File: src/rtl/pdu_chk_pkg.sv
package pdu_chk_pkg;

  localparam int KIND_W  = 2;
  localparam int CODE_W  = 3;
  localparam int CLASS_W = 2;
  localparam int NUM_SUB = 5;
  localparam int ERR_W   = 3;
  localparam int NUM_ERR = (1 << ERR_W) - 1;

  localparam logic [KIND_W-1:0] TK_HDR   = 2'd0;
  localparam logic [KIND_W-1:0] TK_CLASS = 2'd1;
  localparam logic [KIND_W-1:0] TK_SUB   = 2'd2;
  localparam logic [KIND_W-1:0] TK_END   = 2'd3;

  localparam int SH_MESH  = 0;
  localparam int SH_GRANT = 1;
  localparam int SH_FRAG  = 2;
  localparam int SH_PACK  = 3;
  localparam int SH_FFB   = 4;

  localparam logic [CLASS_W-1:0] CL_PRIMARY = 2'd3;

  localparam int E_BW_PAYLOAD = 1;
  localparam int E_MESH_POS   = 2;
  localparam int E_GRANT_POS  = 3;
  localparam int E_PACK_FRAG  = 4;
  localparam int E_FFB_POS    = 5;
  localparam int E_CLASS      = 6;
  localparam int E_DUP        = 7;

  function automatic logic class_restricted(input logic [CLASS_W-1:0] cls);
    return cls != CL_PRIMARY;
  endfunction

  function automatic logic sub_known(input logic [CODE_W-1:0] code);
    return int'(code) < NUM_SUB;
  endfunction

  // Lowest set rule index wins; 0 when the vector is clear.
  function automatic logic [ERR_W-1:0] first_error(input logic [NUM_ERR:1] v);
    logic [ERR_W-1:0] r;
    r = '0;
    for (int i = NUM_ERR; i >= 1; i--) begin
      if (v[i]) r = ERR_W'(i);
    end
    return r;
  endfunction

endpackage

File: src/rtl/pdu_hdr_latch.sv
module pdu_hdr_latch
  import pdu_chk_pkg::*;
(
  input  logic               clk,
  input  logic               rst,
  input  logic               clr,
  input  logic               ht_we,
  input  logic               ht_in,
  input  logic               cls_we,
  input  logic [CLASS_W-1:0] cls_in,
  output logic               ht_q,
  output logic [CLASS_W-1:0] cls_q
);

  always_ff @(posedge clk) begin
    if (rst || clr) begin
      ht_q  <= 1'b0;
      cls_q <= '0;
    end else begin
      if (ht_we)  ht_q  <= ht_in;
      if (cls_we) cls_q <= cls_in;
    end
  end

endmodule

File: src/rtl/pdu_sub_tracker.sv
module pdu_sub_tracker
  import pdu_chk_pkg::*;
#(
  parameter int N_TYPES = NUM_SUB
) (
  input  logic              clk,
  input  logic              rst,
  input  logic              clr,
  input  logic              sub_fire,
  input  logic [CODE_W-1:0] sub_code,
  output logic [N_TYPES-1:0] seen,
  output logic              any_tok,
  output logic              any_known,
  output logic              mesh_late,
  output logic              grant_late,
  output logic              ffb_late,
  output logic              dup_hit
);

  logic [N_TYPES-1:0] hit;
  logic               known;

  assign known = sub_fire && sub_known(sub_code);

  genvar g;
  generate
    for (g = 0; g < N_TYPES; g++) begin : g_type
      assign hit[g] = sub_fire && (sub_code == CODE_W'(g));
      always_ff @(posedge clk) begin
        if (rst || clr)  seen[g] <= 1'b0;
        else if (hit[g]) seen[g] <= 1'b1;
      end
    end
  endgenerate

  always_ff @(posedge clk) begin
    if (rst || clr) begin
      any_tok    <= 1'b0;
      any_known  <= 1'b0;
      mesh_late  <= 1'b0;
      grant_late <= 1'b0;
      ffb_late   <= 1'b0;
      dup_hit    <= 1'b0;
    end else begin
      if (sub_fire) any_tok <= 1'b1;
      if (known) begin
        any_known <= 1'b1;
        if (hit[SH_MESH] && any_known)     mesh_late  <= 1'b1;
        if (hit[SH_GRANT] && seen[SH_FRAG]) grant_late <= 1'b1;
        if (seen[SH_FFB])                   ffb_late   <= 1'b1;
        if (|(hit & seen))                  dup_hit    <= 1'b1;
      end
    end
  end

endmodule

File: src/rtl/pdu_verdict.sv
module pdu_verdict
  import pdu_chk_pkg::*;
#(
  parameter int N_TYPES = NUM_SUB
) (
  input  logic               ht,
  input  logic [CLASS_W-1:0] cls,
  input  logic [N_TYPES-1:0] seen,
  input  logic               any_tok,
  input  logic               mesh_late,
  input  logic               grant_late,
  input  logic               ffb_late,
  input  logic               dup_hit,
  output logic [NUM_ERR:1]   err_vec,
  output logic [ERR_W-1:0]   code,
  output logic               pass
);

  always_comb begin
    err_vec               = '0;
    err_vec[E_BW_PAYLOAD] = ht && any_tok;
    err_vec[E_MESH_POS]   = mesh_late;
    err_vec[E_GRANT_POS]  = grant_late;
    err_vec[E_PACK_FRAG]  = seen[SH_PACK] && seen[SH_FRAG];
    err_vec[E_FFB_POS]    = ffb_late;
    err_vec[E_CLASS]      = class_restricted(cls) && (seen[SH_PACK] || seen[SH_FRAG]);
    err_vec[E_DUP]        = dup_hit;
  end

  assign code = first_error(err_vec);
  assign pass = (err_vec == '0);

endmodule

File: src/rtl/pdu_subhdr_check.sv
module pdu_subhdr_check
  import pdu_chk_pkg::*;
#(
  parameter int DATA_W = 3
) (
  input  logic              clk,
  input  logic              rst,
  input  logic              tok_valid,
  output logic              tok_ready,
  input  logic [KIND_W-1:0] tok_kind,
  input  logic [DATA_W-1:0] tok_data,
  output logic              res_valid,
  output logic              res_pass,
  output logic [ERR_W-1:0]  res_code
);

  localparam int N_TYPES = NUM_SUB;

  logic               tok_fire;
  logic               end_fire;
  logic               sub_fire;
  logic [CODE_W-1:0]  sub_code;
  logic               ht_q;
  logic [CLASS_W-1:0] cls_q;
  logic [N_TYPES-1:0] seen;
  logic               any_tok;
  logic               any_known;
  logic               mesh_late;
  logic               grant_late;
  logic               ffb_late;
  logic               dup_hit;
  logic [NUM_ERR:1]   err_vec;
  logic [ERR_W-1:0]   verdict_code;
  logic               verdict_pass;

  assign tok_ready = ~rst;
  assign tok_fire  = tok_valid && tok_ready;
  assign end_fire  = tok_fire && (tok_kind == TK_END);
  assign sub_fire  = tok_fire && (tok_kind == TK_SUB);
  assign sub_code  = tok_data[CODE_W-1:0];

  pdu_hdr_latch u_hdr (
    .clk    (clk),
    .rst    (rst),
    .clr    (end_fire),
    .ht_we  (tok_fire && (tok_kind == TK_HDR)),
    .ht_in  (tok_data[0]),
    .cls_we (tok_fire && (tok_kind == TK_CLASS)),
    .cls_in (tok_data[CLASS_W-1:0]),
    .ht_q   (ht_q),
    .cls_q  (cls_q)
  );

  pdu_sub_tracker #(.N_TYPES(N_TYPES)) u_trk (
    .clk        (clk),
    .rst        (rst),
    .clr        (end_fire),
    .sub_fire   (sub_fire),
    .sub_code   (sub_code),
    .seen       (seen),
    .any_tok    (any_tok),
    .any_known  (any_known),
    .mesh_late  (mesh_late),
    .grant_late (grant_late),
    .ffb_late   (ffb_late),
    .dup_hit    (dup_hit)
  );

  pdu_verdict #(.N_TYPES(N_TYPES)) u_vrd (
    .ht         (ht_q),
    .cls        (cls_q),
    .seen       (seen),
    .any_tok    (any_tok),
    .mesh_late  (mesh_late),
    .grant_late (grant_late),
    .ffb_late   (ffb_late),
    .dup_hit    (dup_hit),
    .err_vec    (err_vec),
    .code       (verdict_code),
    .pass       (verdict_pass)
  );

  always_ff @(posedge clk) begin
    if (rst) begin
      res_valid <= 1'b0;
      res_pass  <= 1'b0;
      res_code  <= '0;
    end else begin
      res_valid <= end_fire;
      if (end_fire) begin
        res_pass <= verdict_pass;
        res_code <= verdict_code;
      end
    end
  end

endmodule

File: config.mk
export PLATFORM = sky130hd
export DESIGN_NAME = pdu_subhdr_check
export DESIGN_NICKNAME = d
export VERILOG_FILES = /design/src/rtl/pdu_chk_pkg.sv /design/src/rtl/pdu_hdr_latch.sv /design/src/rtl/pdu_sub_tracker.sv /design/src/rtl/pdu_verdict.sv /design/src/rtl/pdu_subhdr_check.sv
export SDC_FILE = /design/constraint.sdc
export NUM_CORES = 1
export LEC_CHECK = 0
export BUFFER_PORTS_ARGS = -buffer_cell sky130_fd_sc_hd__buf_2
export CAP_MARGIN = 20
export CORE_MARGIN = 4
export CORE_UTILIZATION = 47
export DETAILED_ROUTE_END_ITERATION = 7
export HOLD_SLACK_MARGIN = 0.12
export PLACE_DENSITY = 0.79
export SLEW_MARGIN = 40
export SYNTH_ARGS = -nofsm -noshare
export SYNTH_HDL_FRONTEND = slang
export SYNTH_SLANG_ARGS = --single-unit
File: constraint.sdc
create_clock -name clk -period 1.05 [get_ports clk]
set_input_delay 0.105 -clock clk [delete_from_list [all_inputs] [get_ports clk]]
set_output_delay 0.105 -clock clk [all_outputs]
set_load 0.01 [all_outputs]
==> metrics.yaml, run 1 <==
start_kind: "flop"
core_mm2: 0.00156
htree_num_levels: 1
pin_count: 14
cts_buffers: 3
wl_um: 1880
port_buffers: 13
seq_area_um2: 388
route.vias.total: 795
fill_cells: 142
synth.largest_area_cell: "dfxtp_1"
multi_input_area_um2: 428
tightest_slew_ns: 0.382
fin_skew_ns: 0.00411
synth_edf_count: 0
grt_pass1_wl_um: 3430
drt_iter0_markers: 20
violations: "negative setup slack"
fp.dieH_um: 49.5
clock_latency_ns: 0.29
ir_worst_vdd_uv: 710
rows: 14
postPlaceCellArea_um2: 942
required_ns: 1.23
cp_max_fo: 6
final_antenna_net_count: 0
synthArstFlopShare: 0
finalMaxSlewViolations: 0
rsz0062_at_grt: "true"
drv_cap: 0
slew_headroom: 0.744
post-route-period-util: 1.05
drive_gt1_frac: 0.339
clock_path_buffers: 2
ys_top_cells_by_area: "dfxtp_1, nor2_1, a21oi_1"
synthTopCellsByCount: "dfxtp_1, nor2_1, a21oi_1"
synth-seq-area-share: 0.470
areaGrowthSynthToFinish_pct: 26.1
syn-cell-area_um2: 810
dp_hpwl_um: 1400
track_usage: 0.182
fin_area_mm2: 0.00102
fmax_mhz: 911
synth_cell_types: 30
yosys_most_used_dff: "dfxtp_1"
drc: 0
largest_registers: "u_trk.seen x5, res_code x3, u_hdr.cls_q x2"
crit_type: "reg2reg"
clkTransAtPathRegs_ns: 0.10
largest_register: "u_trk.seen"
grt_max_degree: 12
final_core_util: 0.655
status: "finished, violations left"
power_uw: 1210
cts_tree: "done"
die_w_um: 49.5
clockRootBuffer: "clkbuf_4"
die_area_mm2: 0.00245
fin_tns_setup_ns: -0.154
antennaDiodeCount: 0
min_path_type: "in2reg"
p_per_area_mw_per_mm2: 1180
gp_congestion: 0.796
cts_sinks: 19
p_leak_uw: 0.000427
grt_pass1_vias: 800
synth-seq-cells: 19
firstDrtPassIters: 4
routedWlPerCell_um: 14.0
syn_inst: 93
setup_slack_ns: -0.0474
yosysWarnings: 0
final.min_clock_period_ns: 1.10
cp-end-kind: "flop"
antenna_found_initial: 0
hold_viol: 0
nets: 127
critPathArrivalTime_ns: 1.28
grt-ovfl-total: 0
initial_core_util: 0.519
synth_nets: 101
setup_viol: 4
largest_register_ffs: 5
synth_top_area_frac: 0.470
postSynthAreaPerCell_um2: 8.70
avgViaCountPerCell: 5.93
layout make-up:
| cell class | instances | share of cell area |
|---|---|---|
| Multi-Input combinational cell | 68 | 0.419 |
| Inverter | 4 | 0.0147 |
| Clock buffer | 3 | 0.0221 |
| Clock inverter | 1 | 0.00490 |
| Sequential cell | 19 | 0.380 |
| Timing Repair Buffer | 23 | 0.140 |
| Tap cell | 16 | 0.0196 |
stage by stage:
step	setup slack [ns]	std cells	hold slack, ns
after global routing	-0.140	134	0.151
final	-0.0474	134	0.166
after detailed placement	-0.0965	127	0.421
after CTS	-0.0381	134	0.144
after global placement	-0.0359	127	0.415
after floorplan	-0.000485	93	0.177
what timing repair did:
item                                   4_1_cts  5_1_grt
pin swaps                                    2        1
setup endpoints to repair                    4        5
endpoints found under the hold margin        3        0
hold buffers                                 1        0
setup buffers                                2        0
gates cloned                                 0        0
resized for setup                            6        1
power by group:
| group | total [uW] | switching (uW) | internal, uW |
|---|---|---|---|
| combinational | 120 | 69.5 | 50.3 |
| clock | 353 | 211 | 142 |
| sequential | 733 | 7.11 | 726 |
| total | 1210 | 288 | 917 |
cell usage in the layout (no fill, tap or decap), drive strengths merged, types with 2 or more instances in the layout:
| cell type | instances |
|---|---|
| nor2 | 20 |
| clkbuf | 3 |
| nor3 | 2 |
| o21ai | 6 |
| nand2 | 7 |
| buf | 22 |
| dfxtp | 19 |
| inv | 4 |
| a221oi | 2 |
| nor3b | 2 |
| a31oi | 4 |
| a21oi | 10 |
kinds of logic after synthesis:
group,synth area share
buffers and inverters,0.0309
DFF,0.470
AOI/OAI and AO/OA,0.233
muxes,0.0263
and+or+nand+nor,0.240
routing by layer:
layer,GRT usage,part of all wire
met3,0.0422,0.049
met4,0.0876,0.0069
met1,0.206,0.41
met5,0,0
met2,0.319,0.53
worst max-delay path, stage by stage, from the launching register on:
cell	delay [ns]
dfxtp_4	0.39
nor2_1	0.05
a31o_1	0.20
a221oi_2	0.24
o21ai_1	0.10
final timing paths:
check | endpoint | cells after the start | slack (ns) | from
worst max-delay path | res_code[0]$_SDFFE_PP0P_ | 4 | -0.05 | u_trk.seen[2]$_SDFFE_PP0N_
worst min-delay path | u_trk.seen[3]$_SDFFE_PP0N_ | 3 | 0.17 | tok_data[0]
worst max register to register | res_code[0]$_SDFFE_PP0P_ | 4 | -0.05 | u_trk.seen[2]$_SDFFE_PP0N_
worst min register to register | res_code[1]$_SDFFE_PP0P_ | 1 | 0.45 | res_code[1]$_SDFFE_PP0P_
Power figures use the tool's default switching activity.
==> run 2, diff against run 1 <==
--- a/config.mk
+++ b/config.mk
@@ -12,6 +12,7 @@
 export DETAILED_ROUTE_END_ITERATION = 7
 export HOLD_SLACK_MARGIN = 0.12
 export PLACE_DENSITY = 0.79
+export SKIP_CTS_REPAIR_TIMING = 1
 export SLEW_MARGIN = 40
 export SYNTH_ARGS = -nofsm -noshare
 export SYNTH_HDL_FRONTEND = slang
==> run 2 against run 1 <==
Against the previous run:
- the flow still finishes with violations (negative setup slack)
- sequential power is essentially flat
- sequential share of layout area shrank 0.14 points
- cell count grew 0.75%
- critical path depth is the same
- combinational power is essentially flat
- clock skew shrank 0.0034 ns
- largest power group unchanged
- total power grew 0.77%
- critical path type unchanged
- critical endpoint is now res_code[2]$_SDFFE_PP0P_
- largest cell class unchanged
- maximum frequency shrank 4.9%
==> metrics.yaml, run 2 (same netlist as run 1, synthesis figures left out) <==
status: "finished, violations left"
violations: "negative setup slack"
worstSetupStartpoint: "u_trk.seen[2]$_SDFFE_PP0N_"
cts_sinks: 19  # unchanged
core_mm2: 0.00156  # unchanged
firstDrtPassIters: 4  # unchanged
final_antenna_net_count: 0  # unchanged
rr_startpoint: "u_trk.seen[2]$_SDFFE_PP0N_"
final.min_clock_period_ns: 1.15  # +0.0562 ns
setup_viol: 5  # +1
reg2reg_depth: 4  # unchanged
hp-start: "tok_data[0]"
mostFrequentLayoutCell: "nor2_1"
cp_max_fo: 7  # +1
clock_latency_ns: 0.29  # about the same
drive_gt1_frac: 0.328  # -0.0113
largest_register: "u_trk.seen"
die_w_um: 49.5  # unchanged
tightest_slew_ns: 0.371  # -0.0112 ns
finalMaxSlewViolations: 0  # unchanged
die_area_mm2: 0.00245  # unchanged
grt_max_degree: 12  # unchanged
slew_headroom: 0.752  # +0.00750
nets: 128  # +0.79%
power_frac_clock: 0.296  # +0.003
htree_num_levels: 1  # unchanged
cts_buffers: 3  # unchanged
port_buffers: 13  # unchanged
multi_input_area_um2: 422  # -1.5%
hold_viol: 0  # unchanged
ir_worst_vdd_uv: 705  # -0.76%
largest_registers: "u_trk.seen x5, res_code x3, u_hdr.cls_q x2"
clock_path_buffers: 2  # unchanged
whs_ns: 0.158  # -0.00716 ns
gp_congestion: 0.796  # unchanged
final_cells: 135  # +0.75%
fp.dieH_um: 49.5  # unchanged
min_path_type: "in2reg"
clockRootBuffer: "clkbuf_4"
areaGrowthSynthToFinish_pct: 26.6
grt-ovfl-total: 0  # unchanged
pin_count: 14  # unchanged
drv_cap: 0  # unchanged
hold_depth: 3  # unchanged
dp_hpwl_um: 1400  # unchanged
start_kind: "flop"
track_usage: 0.173  # -0.00902
p_per_area_mw_per_mm2: 1190  # +0.41%
wl_um: 1950  # +3.9%
p_sw_frac: 0.243  # +0.00376
fin_skew_ns: 0.000708  # -0.00341 ns
rsz0062_at_grt: "true"
grt_pass1_vias: 750  # -6.3%
seq_power_share: 0.603  # -0.005
fmax_mhz: 867  # -4.9%
setup_slack_ns: -0.104  # -0.0562 ns
pwr-share-comb: 0.100  # about the same
drt_iter0_markers: 24  # +20%
critPathArrivalTime_ns: 1.36  # +0.08 ns
antenna_found_initial: 0  # unchanged
fill_cells: 138  # -2.8%
cts_tree: "done"
p_sw_uw: 295  # +2.4%
required_ns: 1.26  # +0.03 ns
seq_area_um2: 388  # unchanged
crit_type: "reg2reg"
cp-end-kind: "flop"
power_uw: 1210  # +0.77%
mostFrequentLayoutCells: "nor2_1, dfxtp_1, buf_2"
routedWlPerCell_um: 14.5  # +3.1%
post-route-period-util: 1.10  # +0.0535
route.vias.total: 793  # -0.25%
drc: 0  # unchanged
largest_register_ffs: 5  # unchanged
antennaDiodeCount: 0  # unchanged
avgViaCountPerCell: 5.87  # -0.99%
p_leak_uw: 0.000427  # about the same
dp_cells: 127  # unchanged
clkTransAtPathRegs_ns: 0.10  # about the same
initial_core_util: 0.519  # unchanged
p_int_uw: 920  # +0.28%
grt_pass1_wl_um: 3250  # -5.2%
rows: 14  # unchanged
[run 2: layout make-up]
type                            count  area share
Tap cell                           16      0.0195
Inverter                            4      0.0147
Timing Repair Buffer               24       0.149
Sequential cell                    19       0.379
Clock inverter                      1     0.00488
Clock buffer                        3      0.0220
Multi-Input combinational cell     68       0.411
[run 2: per-layer routing]
layer,global-route usage,up-vias,share of wire
met4,0.0922,0,0.025
li1,-,390,-
met1,0.208,366,0.40
met2,0.283,30,0.51
met3,0.0422,7,0.067
met5,0,-,0
[run 2: path summary, 6_finish.rpt]
| path | end | slack [ns] |
|---|---|---|
| setup / recovery | res_code[2]$_SDFFE_PP0P_ | -0.10 |
| hold / removal | u_trk.seen[3]$_SDFFE_PP0N_ | 0.16 |
| setup reg to reg | res_code[2]$_SDFFE_PP0P_ | -0.10 |
| hold reg to reg | res_code[1]$_SDFFE_PP0P_ | 0.45 |
[run 2: worst max-delay path: stages (launching register included)]
cell,delay (ns)
dfxtp_4,0.39
nand2_2,0.06
a31o_1,0.25
nor3b_4,0.16
o41ai_2,0.20
[run 2: power by group through the flow]
stage / Sequential, uW / Combinational (uW) / Clock (uW)
2_1_floorplan: 752 / 55.0 / 0
5_1_grt: 734 / 135 / 412
6_report: 733 / 122 / 360
3_5_place_dp: 752 / 113 / 0
3_3_place_gp: 751 / 110 / 0
4_1_cts: 735 / 113 / 376
[run 2: metrics by stage]
stage                     area [um^2]  setup slack (ns)    TNS, ns   util
after floorplan                   815         -0.000485  -0.000485      -
after global placement            942           -0.0359     -0.110  0.604
after detailed placement          942           -0.0965     -0.461  0.604
after CTS                         970            -0.116     -0.320  0.622
after global routing             1020            -0.191     -0.650  0.657
final                            1020            -0.104     -0.362  0.657
==> run 3, diff against run 2 <==
--- a/config.mk
+++ b/config.mk
@@ -12,6 +12,7 @@
 export DETAILED_ROUTE_END_ITERATION = 7
 export HOLD_SLACK_MARGIN = 0.12
 export PLACE_DENSITY = 0.79
+export RECOVER_POWER = 50
 export SKIP_CTS_REPAIR_TIMING = 1
 export SLEW_MARGIN = 40
 export SYNTH_ARGS = -nofsm -noshare
==> run 3 against run 2 <==
Against the previous run:
- the flow still finishes with violations (negative setup slack)
- wire length is 0.26% lower
- total power decreased by 0.40%
- worst hold slack got worse by 0.0070 ns
- die area did not move
- maximum frequency grew 0.55%
- final area shrank 1.3%
- via count down 0.38%
- core utilization fell by 0.88 points
- critical endpoint unchanged
==> metrics.yaml, run 3 (same netlist as run 1, synthesis figures left out) <==
status: "finished, violations left"
violations: "negative setup slack"
htree_num_levels: 1  # unchanged
dp_hpwl_um: 1400  # unchanged
cts_buffers: 3  # unchanged
required_ns: 1.26  # about the same
fp.dieH_um: 49.5  # unchanged
p_leak_uw: 0.000415  # -2.9%
cp-end-kind: "flop"
avgViaCountPerCell: 5.85  # -0.38%
final_antenna_net_count: 0  # unchanged
final_cells: 135  # unchanged
cts_tree: "done"
finalMaxSlewViolations: 0  # unchanged
clockRootBuffer: "clkbuf_4"
power_frac_clock: 0.299  # +0.003
antennaDiodeCount: 0  # unchanged
p_per_area_mw_per_mm2: 1200  # +0.96%
antenna_found_initial: 0  # unchanged
final_core_util: 0.648  # -0.00883
largest_registers: "u_trk.seen x5, res_code x3, u_hdr.cls_q x2"
core_mm2: 0.00156  # unchanged
grt-ovfl-total: 0  # unchanged
hold_viol: 0  # unchanged
fin_skew_ns: 0.000806  # +0.0000982 ns
ir_worst_vdd_uv: 705  # about the same
drt_iter0_markers: 31  # +29%
dp_cells: 127  # unchanged
areaGrowthSynthToFinish_pct: 24.9
met2_length_um: 1000  # +1.4%
largest_register: "u_trk.seen"
initial_core_util: 0.519  # unchanged
rsz0062_at_grt: "true"
p_sw_uw: 296  # +0.44%
setup_slack_ns: -0.0973  # +0.00630 ns
p_sw_frac: 0.245  # +0.00205
largest_register_ffs: 5  # unchanged
min_path_type: "in2reg"
tightest_slew_ns: 0.486  # +0.115 ns
wl_um: 1950  # -0.26%
mostFrequentLayoutCells: "nor2_1, dfxtp_1, a21oi_1, buf_2, buf_4"
cp_max_fo: 7  # unchanged
p_int_uw: 914  # -0.67%
drv_cap: 0  # unchanged
clkTransAtPathRegs_ns: 0.10  # about the same
fin_tns_setup_ns: -0.360  # +0.00205 ns
route.vias.total: 790  # -0.38%
slew_headroom: 0.676  # -0.0758
crit_buf_inv: 0  # unchanged
track_usage: 0.173  # unchanged
grt_pass1_vias: 750  # unchanged
maxUsedRoutingLayer: "met4"
grt_pass1_wl_um: 3250  # unchanged
rows: 14  # unchanged
pin_count: 14  # unchanged
drive_gt1_frac: 0.286  # -0.0420
final.min_clock_period_ns: 1.15  # -0.00630 ns
wl_met1_um: 766  # -2.3%
die_w_um: 49.5  # unchanged
critPathSlowestCell: "dfxtp_4"
routed-wl-met3_um: 132  # +1.5%
seq_power_share: 0.606  # +0.003
clock_latency_ns: 0.29  # about the same
drc: 0  # unchanged
pwr-share-comb: 0.096  # -0.004
crit_type: "reg2reg"
routedWlPerCell_um: 14.4  # -0.26%
crit_chain: "nand2_2 -> a31o_1 -> nor3b_4 -> o41ai_2"
post-route-period-util: 1.09  # -0.00600
cts_sinks: 19  # unchanged
port_buffers: 13  # unchanged
gp_congestion: 0.796  # unchanged
setup_viol: 5  # unchanged
cp_top_family: "compound AO/OA/AOI/OAI gates"
start_kind: "flop"
pre_cts_ws_ns: -0.0965  # unchanged
critical-path-max-stage-delay_ns: 0.39  # about the same
clock_path_buffers: 2  # unchanged
grt_max_degree: 12  # unchanged
fmax_mhz: 872  # +0.55%
firstDrtPassIters: 5  # +1
nets: 128  # unchanged
die_area_mm2: 0.00245  # unchanged
mostFrequentLayoutCell: "nor2_1"
critPathArrivalTime_ns: 1.35  # about the same
-- run 3: stage by stage --
stage               area, um^2  hold WS (ns)  power (uW)
global route              1010         0.151        1270
finish                    1010         0.151        1210
CTS                        970         0.105        1220
global placement           942         0.415         861
detailed placement         942         0.421         865
floorplan                  815         0.177         807
-- run 3: worst register-to-register path, cell delays in order (launching register included) --
cell     delay [ns]
dfxtp_4        0.39
nand2_2        0.06
a31o_1         0.24
nor3b_4        0.16
o41ai_2        0.20
-- run 3: per-layer routing --
layer / vias to the layer above / global-route usage
met5: - / 0
met4: 0 / 0.0922
met3: 7 / 0.0422
met2: 36 / 0.283
met1: 361 / 0.208
li1: 386 / -
-- run 3: power groups by stage --
stage | sequential [uW] | clock (uW) | combinational [uW]
after detailed placement | 752 | 0 | 113
after global placement | 751 | 0 | 110
after global routing | 734 | 412 | 128
after CTS | 735 | 376 | 113
final | 733 | 362 | 116
after floorplan | 752 | 0 | 55.0
-- run 3: cell type report --
cell class	count	area, um^2
clock inverter	1	5.00
tap	16	20.0
inverter	4	15.0
sequential	19	388
timing repair buffer	24	140
multi-input combinational	68	420
clock buffer	3	22.5
fill	145	548
-- run 3: worst paths after layout --
path | cells after the start | endpoint | from | slack, ns
worst min register to register | 1 | res_code[1]$_SDFFE_PP0P_ | res_code[1]$_SDFFE_PP0P_ | 0.45
worst min-delay path | 3 | u_trk.seen[3]$_SDFFE_PP0N_ | tok_data[0] | 0.15
worst max-delay path | 4 | res_code[2]$_SDFFE_PP0P_ | u_trk.seen[2]$_SDFFE_PP0N_ | -0.1
worst max register to register | 4 | res_code[2]$_SDFFE_PP0P_ | u_trk.seen[2]$_SDFFE_PP0N_ | -0.1
